==> config.mk <==
export PLATFORM = sky130hd
export DESIGN_NAME = ddr2_init_seq
export DESIGN_NICKNAME = d
export VERILOG_FILES = /design/src/rtl/ddr2_init_pkg.sv /design/src/rtl/ddr2_init_timer.sv /design/src/rtl/ddr2_init_modereg.sv /design/src/rtl/ddr2_init_seq.sv
export SDC_FILE = /design/constraint.sdc
export NUM_CORES = 1
export LEC_CHECK = 0
export BUFFER_PORTS_ARGS = -buffer_cell sky130_fd_sc_hd__buf_2
export CORE_ASPECT_RATIO = 1.75
export CORE_MARGIN = 4
export CORE_UTILIZATION = 34
export CTS_BUF_LIST = sky130_fd_sc_hd__clkbuf_2 sky130_fd_sc_hd__clkbuf_4 sky130_fd_sc_hd__clkbuf_8
export DETAILED_ROUTE_END_ITERATION = 12
export HOLD_SLACK_MARGIN = 0.12
export RECOVER_POWER = 100
export SYNTH_ARGS = -nofsm -noshare
export SYNTH_HDL_FRONTEND = slang
export SYNTH_SLANG_ARGS = --single-unit
==> constraint.sdc <==
create_clock -name clk -period 3.2 [get_ports clk]
set_clock_uncertainty 0.05 [all_clocks]
set_input_delay 0.64 -clock clk [delete_from_list [all_inputs] [get_ports clk]]
set_output_delay 0.64 -clock clk [all_outputs]
set_load 0.005 [all_outputs]
==> src/rtl/ddr2_init_pkg.sv <==
package ddr2_init_pkg;

    // Command as {RAS#, CAS#, WE#}
    typedef enum logic [2:0] {
        CMD_LMR = 3'b000,
        CMD_REF = 3'b001,
        CMD_PRE = 3'b010,
        CMD_NOP = 3'b111
    } cmd_e;

    // Which address word goes with a step
    typedef enum logic [2:0] {
        ADR_ZERO,
        ADR_ALLBANK,
        ADR_MR_DLLRST,
        ADR_MR_RUN,
        ADR_OCD_DEFAULT
    } adr_sel_e;

    // Which wait follows a step
    typedef enum logic [2:0] {
        GAP_MRD,
        GAP_RP,
        GAP_RFC,
        GAP_DLL,
        GAP_END
    } gap_e;

    typedef struct packed {
        cmd_e     cmd;
        logic [1:0] ba;
        adr_sel_e sel;
        gap_e     gap;
    } step_t;

    localparam int unsigned N_STEPS = 11;

    typedef enum logic [1:0] {
        PH_PWRUP,
        PH_CKEWAIT,
        PH_GAP,
        PH_DONE
    } phase_e;

    function automatic int unsigned ns_to_cyc(int unsigned ns, int unsigned period_ps);
        int unsigned c;
        c = (ns * 1000 + period_ps - 1) / period_ps;
        return (c == 0) ? 1 : c;
    endfunction

    function automatic int unsigned umax(int unsigned a, int unsigned b);
        return (a > b) ? a : b;
    endfunction

    function automatic logic [2:0] bl_code(int unsigned bl);
        return (bl == 8) ? 3'b011 : 3'b010;
    endfunction

    function automatic logic [2:0] cl_code(int unsigned cl);
        return 3'(cl);
    endfunction

    function automatic logic [2:0] wr_code(int unsigned wr);
        return 3'(wr - 1);
    endfunction

    // Fixed command order after CKE rises
    function automatic step_t step_of(logic [3:0] idx);
        step_t s;
        case (idx)
            4'd0:    s = '{CMD_PRE, 2'd0, ADR_ALLBANK,     GAP_RP};
            4'd1:    s = '{CMD_LMR, 2'd2, ADR_ZERO,        GAP_MRD};
            4'd2:    s = '{CMD_LMR, 2'd3, ADR_ZERO,        GAP_MRD};
            4'd3:    s = '{CMD_LMR, 2'd1, ADR_ZERO,        GAP_MRD};
            4'd4:    s = '{CMD_LMR, 2'd0, ADR_MR_DLLRST,   GAP_DLL};
            4'd5:    s = '{CMD_PRE, 2'd0, ADR_ALLBANK,     GAP_RP};
            4'd6:    s = '{CMD_REF, 2'd0, ADR_ZERO,        GAP_RFC};
            4'd7:    s = '{CMD_REF, 2'd0, ADR_ZERO,        GAP_RFC};
            4'd8:    s = '{CMD_LMR, 2'd0, ADR_MR_RUN,      GAP_MRD};
            4'd9:    s = '{CMD_LMR, 2'd1, ADR_OCD_DEFAULT, GAP_MRD};
            4'd10:   s = '{CMD_LMR, 2'd1, ADR_ZERO,        GAP_END};
            default: s = '{CMD_NOP, 2'd0, ADR_ZERO,        GAP_END};
        endcase
        return s;
    endfunction

endpackage

==> src/rtl/ddr2_init_timer.sv <==
module ddr2_init_timer #(
    parameter int unsigned W       = 16,
    parameter int unsigned RST_VAL = 0
) (
    input  logic         clk,
    input  logic         rst,
    input  logic         load,
    input  logic [W-1:0] load_val,
    output logic         expired
);
    logic [W-1:0] cnt_q;

    always_ff @(posedge clk) begin
        if (rst) begin
            cnt_q <= W'(RST_VAL);
        end else if (load) begin
            cnt_q <= load_val;
        end else if (cnt_q != '0) begin
            cnt_q <= cnt_q - 1'b1;
        end
    end

    assign expired = (cnt_q == '0);
endmodule

==> src/rtl/ddr2_init_modereg.sv <==
module ddr2_init_modereg
    import ddr2_init_pkg::*;
#(
    parameter int unsigned ADDR_W    = 14,
    parameter int unsigned BURST_LEN = 4,
    parameter int unsigned CAS_LAT   = 3,
    parameter int unsigned WR_RECOV  = 3
) (
    input  adr_sel_e          sel,
    output logic [ADDR_W-1:0] word
);
    always_comb begin
        word = '0;
        case (sel)
            ADR_ALLBANK: word[10] = 1'b1;
            ADR_MR_DLLRST, ADR_MR_RUN: begin
                word[2:0]  = bl_code(BURST_LEN);
                word[6:4]  = cl_code(CAS_LAT);
                word[11:9] = wr_code(WR_RECOV);
                word[8]    = (sel == ADR_MR_DLLRST);
            end
            ADR_OCD_DEFAULT: word[9:7] = 3'b111;
            default: word = '0;
        endcase
    end
endmodule

==> src/rtl/ddr2_init_seq.sv <==
module ddr2_init_seq
    import ddr2_init_pkg::*;
#(
    parameter int unsigned CLK_PERIOD_PS = 4000,
    parameter int unsigned PWRUP_NS      = 200000,
    parameter int unsigned CKE_NS        = 400,
    parameter int unsigned TRP_NS        = 15,
    parameter int unsigned TRFC_NS       = 128,
    parameter int unsigned TMRD_CYC      = 2,
    parameter int unsigned DLL_LOCK_CYC  = 200,
    parameter int unsigned BURST_LEN     = 4,
    parameter int unsigned CAS_LAT       = 3,
    parameter int unsigned WR_RECOV      = 3,
    parameter int unsigned ADDR_W        = 14,
    parameter int unsigned BA_W          = 2
) (
    input  logic              clk,
    input  logic              rst,
    output logic              mem_cke,
    output logic [2:0]        mem_cmd,
    output logic [BA_W-1:0]   mem_ba,
    output logic [ADDR_W-1:0] mem_addr,
    output logic              init_done
);
    localparam int unsigned PWRUP_CYC = ns_to_cyc(PWRUP_NS, CLK_PERIOD_PS);
    localparam int unsigned CKE_CYC   = ns_to_cyc(CKE_NS, CLK_PERIOD_PS);
    // Every gap is at least two cycles so commands never touch
    localparam int unsigned MRD_GAP   = umax(TMRD_CYC, 2);
    localparam int unsigned RP_GAP    = umax(ns_to_cyc(TRP_NS, CLK_PERIOD_PS), 2);
    localparam int unsigned RFC_GAP   = umax(ns_to_cyc(TRFC_NS, CLK_PERIOD_PS), 2);
    localparam int unsigned DLL_GAP   = umax(DLL_LOCK_CYC, MRD_GAP);
    localparam int unsigned MAX_WAIT  = umax(umax(PWRUP_CYC, CKE_CYC),
                                        umax(DLL_GAP, umax(RP_GAP, RFC_GAP)));
    localparam int unsigned CNT_W     = $clog2(MAX_WAIT + 1);
    localparam logic [3:0]  LAST_IDX  = 4'(N_STEPS - 1);

    phase_e            phase_q;
    logic [3:0]        idx_q;
    logic [3:0]        next_idx;
    step_t             next_step;
    logic              expired;
    logic              tmr_load;
    logic [CNT_W-1:0]  tmr_val;
    logic [ADDR_W-1:0] next_word;
    logic              cke_q;
    logic              done_q;
    cmd_e              cmd_q;
    logic [BA_W-1:0]   ba_q;
    logic [ADDR_W-1:0] addr_q;

    function automatic int unsigned gap_cyc(gap_e g);
        case (g)
            GAP_MRD: return MRD_GAP;
            GAP_RP:  return RP_GAP;
            GAP_RFC: return RFC_GAP;
            GAP_DLL: return DLL_GAP;
            default: return 1;
        endcase
    endfunction

    assign next_idx  = (phase_q == PH_CKEWAIT) ? 4'd0 : idx_q + 4'd1;
    assign next_step = step_of(next_idx);
    assign tmr_load  = expired && (phase_q != PH_DONE);
    assign tmr_val   = (phase_q == PH_PWRUP) ? CNT_W'(CKE_CYC - 1)
                                             : CNT_W'(gap_cyc(next_step.gap) - 1);

    ddr2_init_timer #(
        .W      (CNT_W),
        .RST_VAL(PWRUP_CYC - 1)
    ) u_timer (
        .clk     (clk),
        .rst     (rst),
        .load    (tmr_load),
        .load_val(tmr_val),
        .expired (expired)
    );

    ddr2_init_modereg #(
        .ADDR_W   (ADDR_W),
        .BURST_LEN(BURST_LEN),
        .CAS_LAT  (CAS_LAT),
        .WR_RECOV (WR_RECOV)
    ) u_modereg (
        .sel (next_step.sel),
        .word(next_word)
    );

    always_ff @(posedge clk) begin
        if (rst) begin
            phase_q <= PH_PWRUP;
            idx_q   <= '0;
            cke_q   <= 1'b0;
            done_q  <= 1'b0;
            cmd_q   <= CMD_NOP;
            ba_q    <= '0;
            addr_q  <= '0;
        end else begin
            cmd_q  <= CMD_NOP;
            ba_q   <= '0;
            addr_q <= '0;
            if (expired) begin
                case (phase_q)
                    PH_PWRUP: begin
                        cke_q   <= 1'b1;
                        phase_q <= PH_CKEWAIT;
                    end
                    PH_CKEWAIT, PH_GAP: begin
                        if (phase_q == PH_GAP && idx_q == LAST_IDX) begin
                            done_q  <= 1'b1;
                            phase_q <= PH_DONE;
                        end else begin
                            idx_q   <= next_idx;
                            cmd_q   <= next_step.cmd;
                            ba_q    <= BA_W'(next_step.ba);
                            addr_q  <= next_word;
                            phase_q <= PH_GAP;
                        end
                    end
                    default: phase_q <= PH_DONE;
                endcase
            end
        end
    end

    assign mem_cke   = cke_q;
    assign mem_cmd   = cmd_q;
    assign mem_ba    = ba_q;
    assign mem_addr  = addr_q;
    assign init_done = done_q;
endmodule

==> results.json, run 1 <==
{
  "outcome": "complete, no violations",
  "ff2ff_path_depth": 8,
  "grt_max_degree": 31,
  "setup_viol": 0,
  "required_ns": 3.38,
  "synth.avg_cell_area_sq_um": 8.736,
  "initial_core_util": 0.3500,
  "port_buffers": 15,
  "p_comb_frac": 0.026,
  "antenna_cells": 0,
  "cap_violations": 0,
  "slowest_delay_ns": 0.54,
  "arrival_ns": 2.66,
  "fp.dieW_microns": 65.09,
  "grt_pass1_vias": 1553,
  "grt_overflow": 0,
  "worst-setup-path-type": "register to register",
  "dp_slack_ns": 0.6938,
  "grt_pass1_wl_microns": 7293,
  "r2r_end": "u_timer.cnt_q[3]$_SDFFE_PP1P_",
  "synth_cell_types": 56,
  "crit_path_start": "phase_q[1]$_SDFFE_PP0N_",
  "clk_pin_slew_ns": 0.08,
  "post_cts_buffers": 0,
  "grt_antenna_before_repair": 0,
  "peakVddDrop_mv": 0.2092,
  "p_sw_w": 0.0001855,
  "ys_ff_latch": 34,
  "worstHoldPathType": "register to register",
  "antenna_left": 0,
  "cts_inserted_buffers": 5,
  "drive_above_1_share": 0.1111,
  "cp_max_fo": 9,
  "crit_family": "simple AND/OR/NAND/NOR gates",
  "async_flop_share": 0,
  "syn_to_final_growth_pct": 8.774,
  "rr_startpoint": "phase_q[1]$_SDFFE_PP0N_",
  "coreArea_sq_um": 5540,
  "hold_end": "mem_cke$_SDFFE_PP0P_",
  "hold_viol": 0,
  "setup_tns_ns": 0,
  "clock_latency_ns": 0.29,
  "regArea_sq_um": 680.7,
  "grt_use_total": 0.1337,
  "crit_path_end_kind": "register",
  "powerDensity_nw_per_um2": 396.4,
  "worst_setup_path_start_kind": "register",
  "firstDrtPassIters": 4,
  "clockBufferDepth": 2,
  "slew_headroom": 0.5889,
  "synth_edf_count": 0,
  "vias": 1638,
  "seqPwrFrac": 0.513,
  "r2r_setup_slack_ns": 0.71,
  "p_int_w": 0.0006507,
  "cts_resized": 0,
  "synth.most_common_cell": "dfxtp_1",
  "crit_chain": "inv_1, ha_1, nor2_1, inv_1, ha_1, nor3_1, a41oi_1, o21bai_1",
  "cts_tree": "done",
  "fin_hold_ws_ns": 0.4271,
  "gp_congestion": 0.9361,
  "die_area_sq_um": 7024,
  "worst_slew_pin_slew_ns": 0.6120,
  "routedWlPerCell_microns": 14.42,
  "fin_ws_ns": 0.7142,
  "h-tree-depth": 2,
  "die_h_microns": 107.9,
  "p_sw_frac": 0.2218,
  "hp-start": "mem_cke$_SDFFE_PP0P_",
  "critPathBufInv": 2,
  "fin_total_pwr_w": 0.0008362,
  "cts_sinks": 34,
  "critPathSlowestCell": "nor3_1",
  "ios": 23,
  "dp_hpwl_microns": 3366,
  "p_leak_nw": 0.7628,
  "holdPathStages": 2,
  "fin_crit_sh": 0.7768,
  "fin_crit_ns": 2.486,
  "instances_no_fill": 310,
  "netlist.area_leader.share": 0.3510,
  "drv_slew": 0,
  "vias_per_cell": 5.284,
  "yosys_warnings": 0,
  "synth_top_area_cell": "dfxtp_1",
  "synth_commonest_cells": "34 x dfxtp_1, 23 x nor2_1, 15 x a21oi_1",
  "drt_iter0_drc": 69,
  "max_freq_ghz": 0.4023,
  "rsz0062_at_grt": "no",
  "multiInputGateArea_sq_um": 1107,
  "finalWirelength_microns": 4470,
  "drc_errors": 0,
  "clockPowerShare": 0.461,
  "fill_cells": 583,
  "syn_area_sq_um": 1939,
  "fin_nets": 246,
  "hold_buffers": 0,
  "dp.cells": 302,
  "synth_ff_type": "dfxtp_1",
  "synth_area_leaders": "dfxtp_1 35%, ha_1 7.1%, nor2_1 4.5%",
  "cts-root-buf": "clkbuf_8",
  "synthCells": 222,
  "row_count": 36,
  "ys_seq_area_frac": 0.3510
}
-- cells in the final DEF, fill, tap and decap left out, types with 2 or more instances in the layout --
cell type | Yosys | final
and4_1 | 1 | 2
dfxtp_1 | 34 | 34
o31ai_1 | 5 | 5
nand3_1 | 4 | 5
o21bai_1 | 2 | 2
inv_1 | 11 | 11
or3_1 | 3 | 3
nor2b_1 | 4 | 4
xnor2_1 | 4 | 4
nor4_1 | 4 | 4
or4_1 | 3 | 3
nand4_1 | 5 | 5
mux2_2 | 2 | 2
a21oi_1 | 15 | 15
nand2_1 | 11 | 11
a211oi_1 | 1 | 2
ha_1 | 11 | 11
clkbuf_8 | 0 | 8
a311o_1 | 3 | 3
buf_2 | 3 | 9
xor2_1 | 4 | 4
nor3_1 | 11 | 11
o21ai_0 | 6 | 6
nand2b_1 | 2 | 2
a221oi_1 | 2 | 2
clkbuf_1 | 3 | 6
mux2i_1 | 5 | 5
nor4_4 | 2 | 2
a31oi_1 | 2 | 2
conb_1 | 1 | 7
nor2_1 | 23 | 23
-- worst register-to-register path, stage by stage (launching register included) --
cell      delay, ns
dfxtp_1        0.38
inv_1          0.09
ha_1           0.29
nor2_1         0.30
inv_1          0.10
ha_1           0.26
nor3_1         0.54
a41oi_1        0.24
o21bai_1       0.17
-- cells by family (layout without fill, tap and decap cells) --
group                      after synthesis  count (layout)  share of synthesized area
and+or+nand+nor                         86              86                     0.2561
AOI/OAI and AO/OA                       46              46                     0.1626
DFF                                     34              34                     0.3510
buffers and inverters                   29              35                    0.08386
adders and majority gates               11              11                    0.07097
xor gates and xnor gates                 8               8                    0.03613
muxes                                    7               7                    0.03742
other                                    1               7                   0.001934
-- flip-flops by register name (all words and copies together) (netlist names) --
signal	cells
mem_cmd	3
init_done	1
u_timer.cnt_q	16
idx_q	4
mem_cke	1
mem_ba	2
mem_addr	5
phase_q	2
-- power groups by stage --
stage	clock, W	sequential (W)	combinational, W
floorplan	0	0.000438	0.0000238
global placement	0	0.000439	0.0000208
detailed placement	0	0.000439	0.0000216
CTS	0.000389	0.000429	0.0000219
global route	0.000406	0.000430	0.0000244
finish	0.000385	0.000429	0.0000218
-- per-stage QoR --
step                utilization  area (sq um)
CTS                      0.3841          2128
floorplan                     -          1962
global route             0.3808          2110
finish                   0.3808          2110
global placement         0.3643          2018
detailed placement       0.3643          2018
-- how the worst max path moves through the flow --
stage                                    end  slack [ns]  cells past startpoint
6_report       u_timer.cnt_q[3]$_SDFFE_PP1P_        0.71                      8
5_1_grt        u_timer.cnt_q[4]$_SDFFE_PP0P_        0.29                      8
4_1_cts        u_timer.cnt_q[3]$_SDFFE_PP1P_        0.68                      8
3_5_place_dp   u_timer.cnt_q[4]$_SDFFE_PP0P_        0.69                      8
3_3_place_gp   u_timer.cnt_q[3]$_SDFFE_PP1P_        0.78                      8
2_1_floorplan  u_timer.cnt_q[3]$_SDFFE_PP1P_        1.06                      9
-- layout make-up --
type,count,area share
Clock buffer,8,0.05219
Inverter,11,0.01957
Multi-Input combinational cell,165,0.5249
Sequential cell,34,0.3227
Tap cell,76,0.04508
Timing Repair Buffer,16,0.03559
-- layer usage --
layer,wire (microns),part of all wire,GRT usage
met1,1672,0.37,0.1277
met2,2488,0.56,0.2623
met3,154,0.034,0.02194
met4,155,0.035,0.07122
met5,0,0,0
Power figures use the tool's default switching activity.
==> inputs of run 2 (changes only) <==
Clock period 3.2 ns to 2.5 ns, I/O delays scaled along.
==> run 2 against run 1 <==
Via count is 2.0% higher. Die area stayed put. First-iteration DRC count did not move. Routed wire length grew 4.0%. Sequential share of layout area fell by 0.64 points.
==> results.json, run 2 (synthesized netlist as in run 1, its figures left out) <==
{
  "fin_crit_ns": 2.284,
  "hold_buffers": 0,
  "syn_to_final_growth_pct": 10.97,
  "clk_pin_slew_ns": 0.07,
  "vias": 1670,
  "clock_latency_ns": 0.29,
  "met1_length_microns": 1706,
  "dp.cells": 308,
  "finalWirelength_microns": 4649,
  "cts_sinks": 34,
  "largest_reg_flops": 16,
  "fill_cells": 597,
  "worstHoldPathType": "register to register",
  "grt_max_degree": 30,
  "slew_headroom": 0.6002,
  "initial_core_util": 0.3500,
  "cap_violations": 0,
  "crit_path_end_kind": "register",
  "grt_overflow": 0,
  "die_h_microns": 107.9,
  "setup_tns_ns": 0,
  "cts_tree": "done",
  "drv_slew": 0,
  "worst-setup-path-type": "register to register",
  "worst_setup_path_start_kind": "register",
  "antenna_cells": 0,
  "peakVddDrop_mv": 0.2448,
  "route.met2.wl_microns": 2611,
  "cts-root-buf": "clkbuf_8",
  "powerDensity_nw_per_um2": 511.5,
  "firstDrtPassIters": 6,
  "largest-register": "u_timer.cnt_q",
  "final_cell_mix": "34 x dfxtp_1, 23 x nor2_1, 15 x a21oi_1",
  "instances_no_fill": 316,
  "h-tree-depth": 2,
  "arrival_ns": 2.42,
  "grt_antenna_before_repair": 0,
  "fin_nets": 252,
  "die_area_sq_um": 7024,
  "coreArea_sq_um": 5540,
  "drc_errors": 0,
  "dr_wl_met3_microns": 172,
  "row_count": 36,
  "port_buffers": 15,
  "setup_viol": 0,
  "fp.dieW_microns": 65.09,
  "post_cts_buffers": 0,
  "grt_pass1_wl_microns": 7610,
  "grt_use_total": 0.1396,
  "ios": 23,
  "cts_inserted_buffers": 5,
  "routedWlPerCell_microns": 14.71,
  "clockBufferDepth": 2,
  "dp_hpwl_microns": 3523,
  "max_freq_ghz": 0.4378,
  "outcome": "complete, no violations",
  "required_ns": 2.63,
  "vias_per_cell": 5.285,
  "grt_pass1_vias": 1581,
  "top_layer": "met4",
  "drive_above_1_share": 0.1292,
  "layout_commonest_cell": "dfxtp_1",
  "antenna_left": 0,
  "hold_viol": 0,
  "p_leak_nw": 0.7925,
  "cts_resized": 0,
  "rsz0062_at_grt": "no",
  "drt_iter0_drc": 69,
  "fin_total_pwr_w": 0.001101,
  "worst_slew_pin_slew_ns": 0.5976,
  "fin_crit_sh": 0.9136,
  "gp_congestion": 0.8542,
  "cp_max_fo": 9
}
-- run 2: cell types whose count changed in the layout (fill, tap and decap cells not counted) --
cell | before | now
clkbuf_4 | 0 | 2
clkbuf_8 | 8 | 5
buf_4 | 1 | 5
bufinv_16 | 0 | 1
clkbuf_1 | 6 | 7
buf_2 | 9 | 10
-- run 2: final cells by class --
class,count,area (sq um),area share
sequential,34,680.7,0.3163
tap,76,95.09,0.04419
inverter,11,41.29,0.01919
clock inverter,1,30.03,0.01395
multi-input combinational,165,1107,0.5145
clock buffer,7,83.83,0.03895
timing repair buffer,22,113.9,0.05291
-- run 2: critical path, stage by stage, from the launching register on --
cell,delay [ns]
dfxtp_1,0.37
inv_1,0.09
ha_1,0.29
nor2_1,0.29
ha_1,0.30
nor3_1,0.07
buf_4,0.17
a311o_1,0.34
a31o_1,0.20
-- run 2: routing by layer --
layer	vias to the layer above	track usage
li1	829	-
met1	788	0.1347
met2	41	0.2747
met3	12	0.02299
met4	0	0.06973
met5	-	0
-- run 2: worst paths after layout --
kind | start | end | slack (ns) | cells past startpoint
max | phase_q[1]$_SDFFE_PP0N_ | u_timer.cnt_q[6]$_SDFFE_PP1P_ | 0.22 | 8
min | mem_cke$_SDFFE_PP0P_ | mem_cke$_SDFFE_PP0P_ | 0.43 | 2
max reg2reg | phase_q[1]$_SDFFE_PP0N_ | u_timer.cnt_q[6]$_SDFFE_PP1P_ | 0.22 | 8
min reg2reg | mem_cke$_SDFFE_PP0P_ | mem_cke$_SDFFE_PP0P_ | 0.43 | 2
-- run 2: through the flow --
stage / hold WS (ns) / instance area [sq um] / utilization / worst slack [ns]
after floorplan: 0.4104 / 1962 / - / 0.3605
after global placement: 0.3976 / 2063 / 0.3724 / 0.3185
after detailed placement: 0.4109 / 2063 / 0.3724 / 0.2315
after CTS: 0.4272 / 2177 / 0.3930 / 0.2316
after global routing: 0.4874 / 2152 / 0.3884 / 0.02943
final: 0.4275 / 2152 / 0.3884 / 0.2161
-- run 2: power by group --
part	internal (W)	total, W	switching [W]
Clock	0.000320	0.000520	0.000200
Combinational	0.0000109	0.0000303	0.0000194
Sequential	0.000546	0.000550	0.00000470
Total	0.000876	0.00110	0.000224
==> inputs of run 3 (changes only) <==
Settings changed: MAX_ROUTING_LAYER set to met4.
==> run 3 against run 2 <==
Sequential power about the same. Worst hold slack improved by 0.0028 ns. Non-clock buffer count did not move. Critical endpoint is now mem_ba[0]$_SDFF_PP0_. Routed wire length is essentially flat. Power grew 0.14%. Global-route usage increased by 0.46 points. First-iteration DRC count increased by 20%. Clock-buffer cell count is the same. Flip-flop and latch count is the same. Worst setup slack got worse by 0.011 ns.
==> results.json, run 3 (synthesized netlist as in run 1, its figures left out) <==
{
  "outcome": "complete, no violations",
  "required_ns": 2.66,
  "grt_pass1_vias": 1572,
  "clock_latency_ns": 0.29,
  "setup_tns_ns": 0,
  "cp_max_fo": 9,
  "grt_use_total": 0.1442,
  "coreArea_sq_um": 5540,
  "critPathSlowestCell": "or4_1",
  "worst-setup-path-type": "register to register",
  "routedWlPerCell_microns": 14.72,
  "drive_above_1_share": 0.1292,
  "grt_overflow": 0,
  "crit_chain": "nor4_4, clkbuf_1, nand3_1, or4_1, nor3_1",
  "drt_iter0_drc": 83,
  "max_freq_ghz": 0.4357,
  "clk_pin_slew_ns": 0.07,
  "fin_crit_sh": 0.9181,
  "p_sw_w": 0.0002259,
  "drv_slew": 0,
  "fin_hold_ws_ns": 0.4304,
  "final_cell_mix": "34 x dfxtp_1, 23 x nor2_1, 15 x a21oi_1",
  "antenna_cells": 0,
  "cts_resized": 0,
  "fin_crit_ns": 2.295,
  "setup_viol": 0,
  "peakVddDrop_mv": 0.2465,
  "initial_core_util": 0.3500,
  "largest_reg_flops": 16,
  "fill_cells": 597,
  "finish.utilization": 0.3884,
  "die_h_microns": 107.9,
  "h-tree-depth": 2,
  "cts_sinks": 34,
  "antenna_left": 0,
  "grt_antenna_before_repair": 0,
  "ios": 23,
  "slew_headroom": 0.5925,
  "cts_inserted_buffers": 5,
  "clockPowerShare": 0.473,
  "hold_viol": 0,
  "port_buffers": 15,
  "cap_violations": 0,
  "vias_per_cell": 5.301,
  "rr_startpoint": "u_timer.cnt_q[2]$_SDFFE_PP1P_",
  "syn_to_final_growth_pct": 10.97,
  "hold_end": "init_done$_SDFFE_PP0P_",
  "ff2ff_path_depth": 5,
  "worstHoldPathType": "register to register",
  "row_count": 36,
  "largest-register": "u_timer.cnt_q",
  "clockBufferDepth": 2,
  "gp_congestion": 0.8679,
  "post_cts_buffers": 0,
  "arrival_ns": 2.46,
  "cts-root-buf": "clkbuf_8",
  "worst_setup_path_start_kind": "register",
  "worst_slew_pin_slew_ns": 0.6090,
  "dp_hpwl_microns": 3523,
  "r2r_end": "mem_ba[0]$_SDFF_PP0_",
  "placed_cell_area_sq_um": 2063,
  "holdPathStages": 2,
  "grt_max_degree": 30,
  "p_comb_frac": 0.027,
  "grt_pass1_wl_microns": 7659,
  "p_leak_nw": 0.7925,
  "hp-start": "init_done$_SDFFE_PP0P_",
  "die_area_sq_um": 7024,
  "layout_commonest_cell": "dfxtp_1",
  "firstDrtPassIters": 4,
  "drc_errors": 0,
  "powerDensity_nw_per_um2": 512.2,
  "seqPwrFrac": 0.499,
  "cts_tree": "done",
  "hold_buffers": 0,
  "crit_path_end_kind": "register",
  "r2r_setup_slack_ns": 0.20,
  "vias": 1675,
  "fin_nets": 252,
  "p_sw_frac": 0.2050,
  "final_area_sq_um": 2152,
  "slowest_delay_ns": 0.68,
  "p_int_w": 0.0008764,
  "finalWirelength_microns": 4651,
  "fp.dieW_microns": 65.09,
  "rsz0062_at_grt": "no"
}
run 3: cell counts in the layout (fill, tap and decap cells not counted):
Identical to the previous run, type by type.
run 3: through the flow:
step                power [W]  worst slack, ns  cells
detailed placement  0.0005928           0.2315    308
CTS                  0.001113           0.2316    316
floorplan           0.0005917           0.3605    228
global route         0.001138          0.02729    316
finish               0.001102           0.2047    316
global placement    0.0005923           0.3185    308
run 3: cell type report:
cell class / count / area, sq um / area share
Clock buffer: 7 / 83.83 / 0.03895
Timing Repair Buffer: 22 / 113.9 / 0.05291
Sequential cell: 34 / 680.7 / 0.3163
Multi-Input combinational cell: 165 / 1107 / 0.5145
Tap cell: 76 / 95.09 / 0.04419
Clock inverter: 1 / 30.03 / 0.01395
Inverter: 11 / 41.29 / 0.01919
run 3: how the worst max path moves through the flow:
stage                                        from                       endpoint  slack [ns]  cells after the start
floorplan                 phase_q[1]$_SDFFE_PP0N_  u_timer.cnt_q[3]$_SDFFE_PP1P_        0.36                      9
global route              phase_q[1]$_SDFFE_PP0N_  u_timer.cnt_q[6]$_SDFFE_PP1P_        0.03                      8
finish              u_timer.cnt_q[2]$_SDFFE_PP1P_           mem_ba[0]$_SDFF_PP0_        0.20                      5
global placement          phase_q[1]$_SDFFE_PP0N_  u_timer.cnt_q[6]$_SDFFE_PP1P_        0.32                      8
CTS                       phase_q[1]$_SDFFE_PP0N_  u_timer.cnt_q[6]$_SDFFE_PP1P_        0.23                      8
detailed placement        phase_q[1]$_SDFFE_PP0N_  u_timer.cnt_q[6]$_SDFFE_PP1P_        0.23                      8
run 3: layer usage:
| metal | track usage | wire (microns) |
|---|---|---|
| met5 | - | 0 |
| met4 | 0.06973 | 154 |
| met1 | 0.1366 | 1743 |
| met3 | 0.02299 | 182 |
| met2 | 0.2747 | 2572 |
run 3: power groups by stage:
stage	logic [W]	registers, W	clock network (W)
CTS	0.0000304	0.000550	0.000533
finish	0.0000302	0.000550	0.000522
global placement	0.0000301	0.000562	0
detailed placement	0.0000305	0.000562	0
floorplan	0.0000305	0.000561	0
global route	0.0000339	0.000550	0.000554
run 3: worst max-delay path, delay by kind of cell (launching register included):
family	cells	cell delay [ns]
buffers and inverters	1	0.35
flip-flops	1	0.37
AND/OR/NAND/NOR	4	1.45
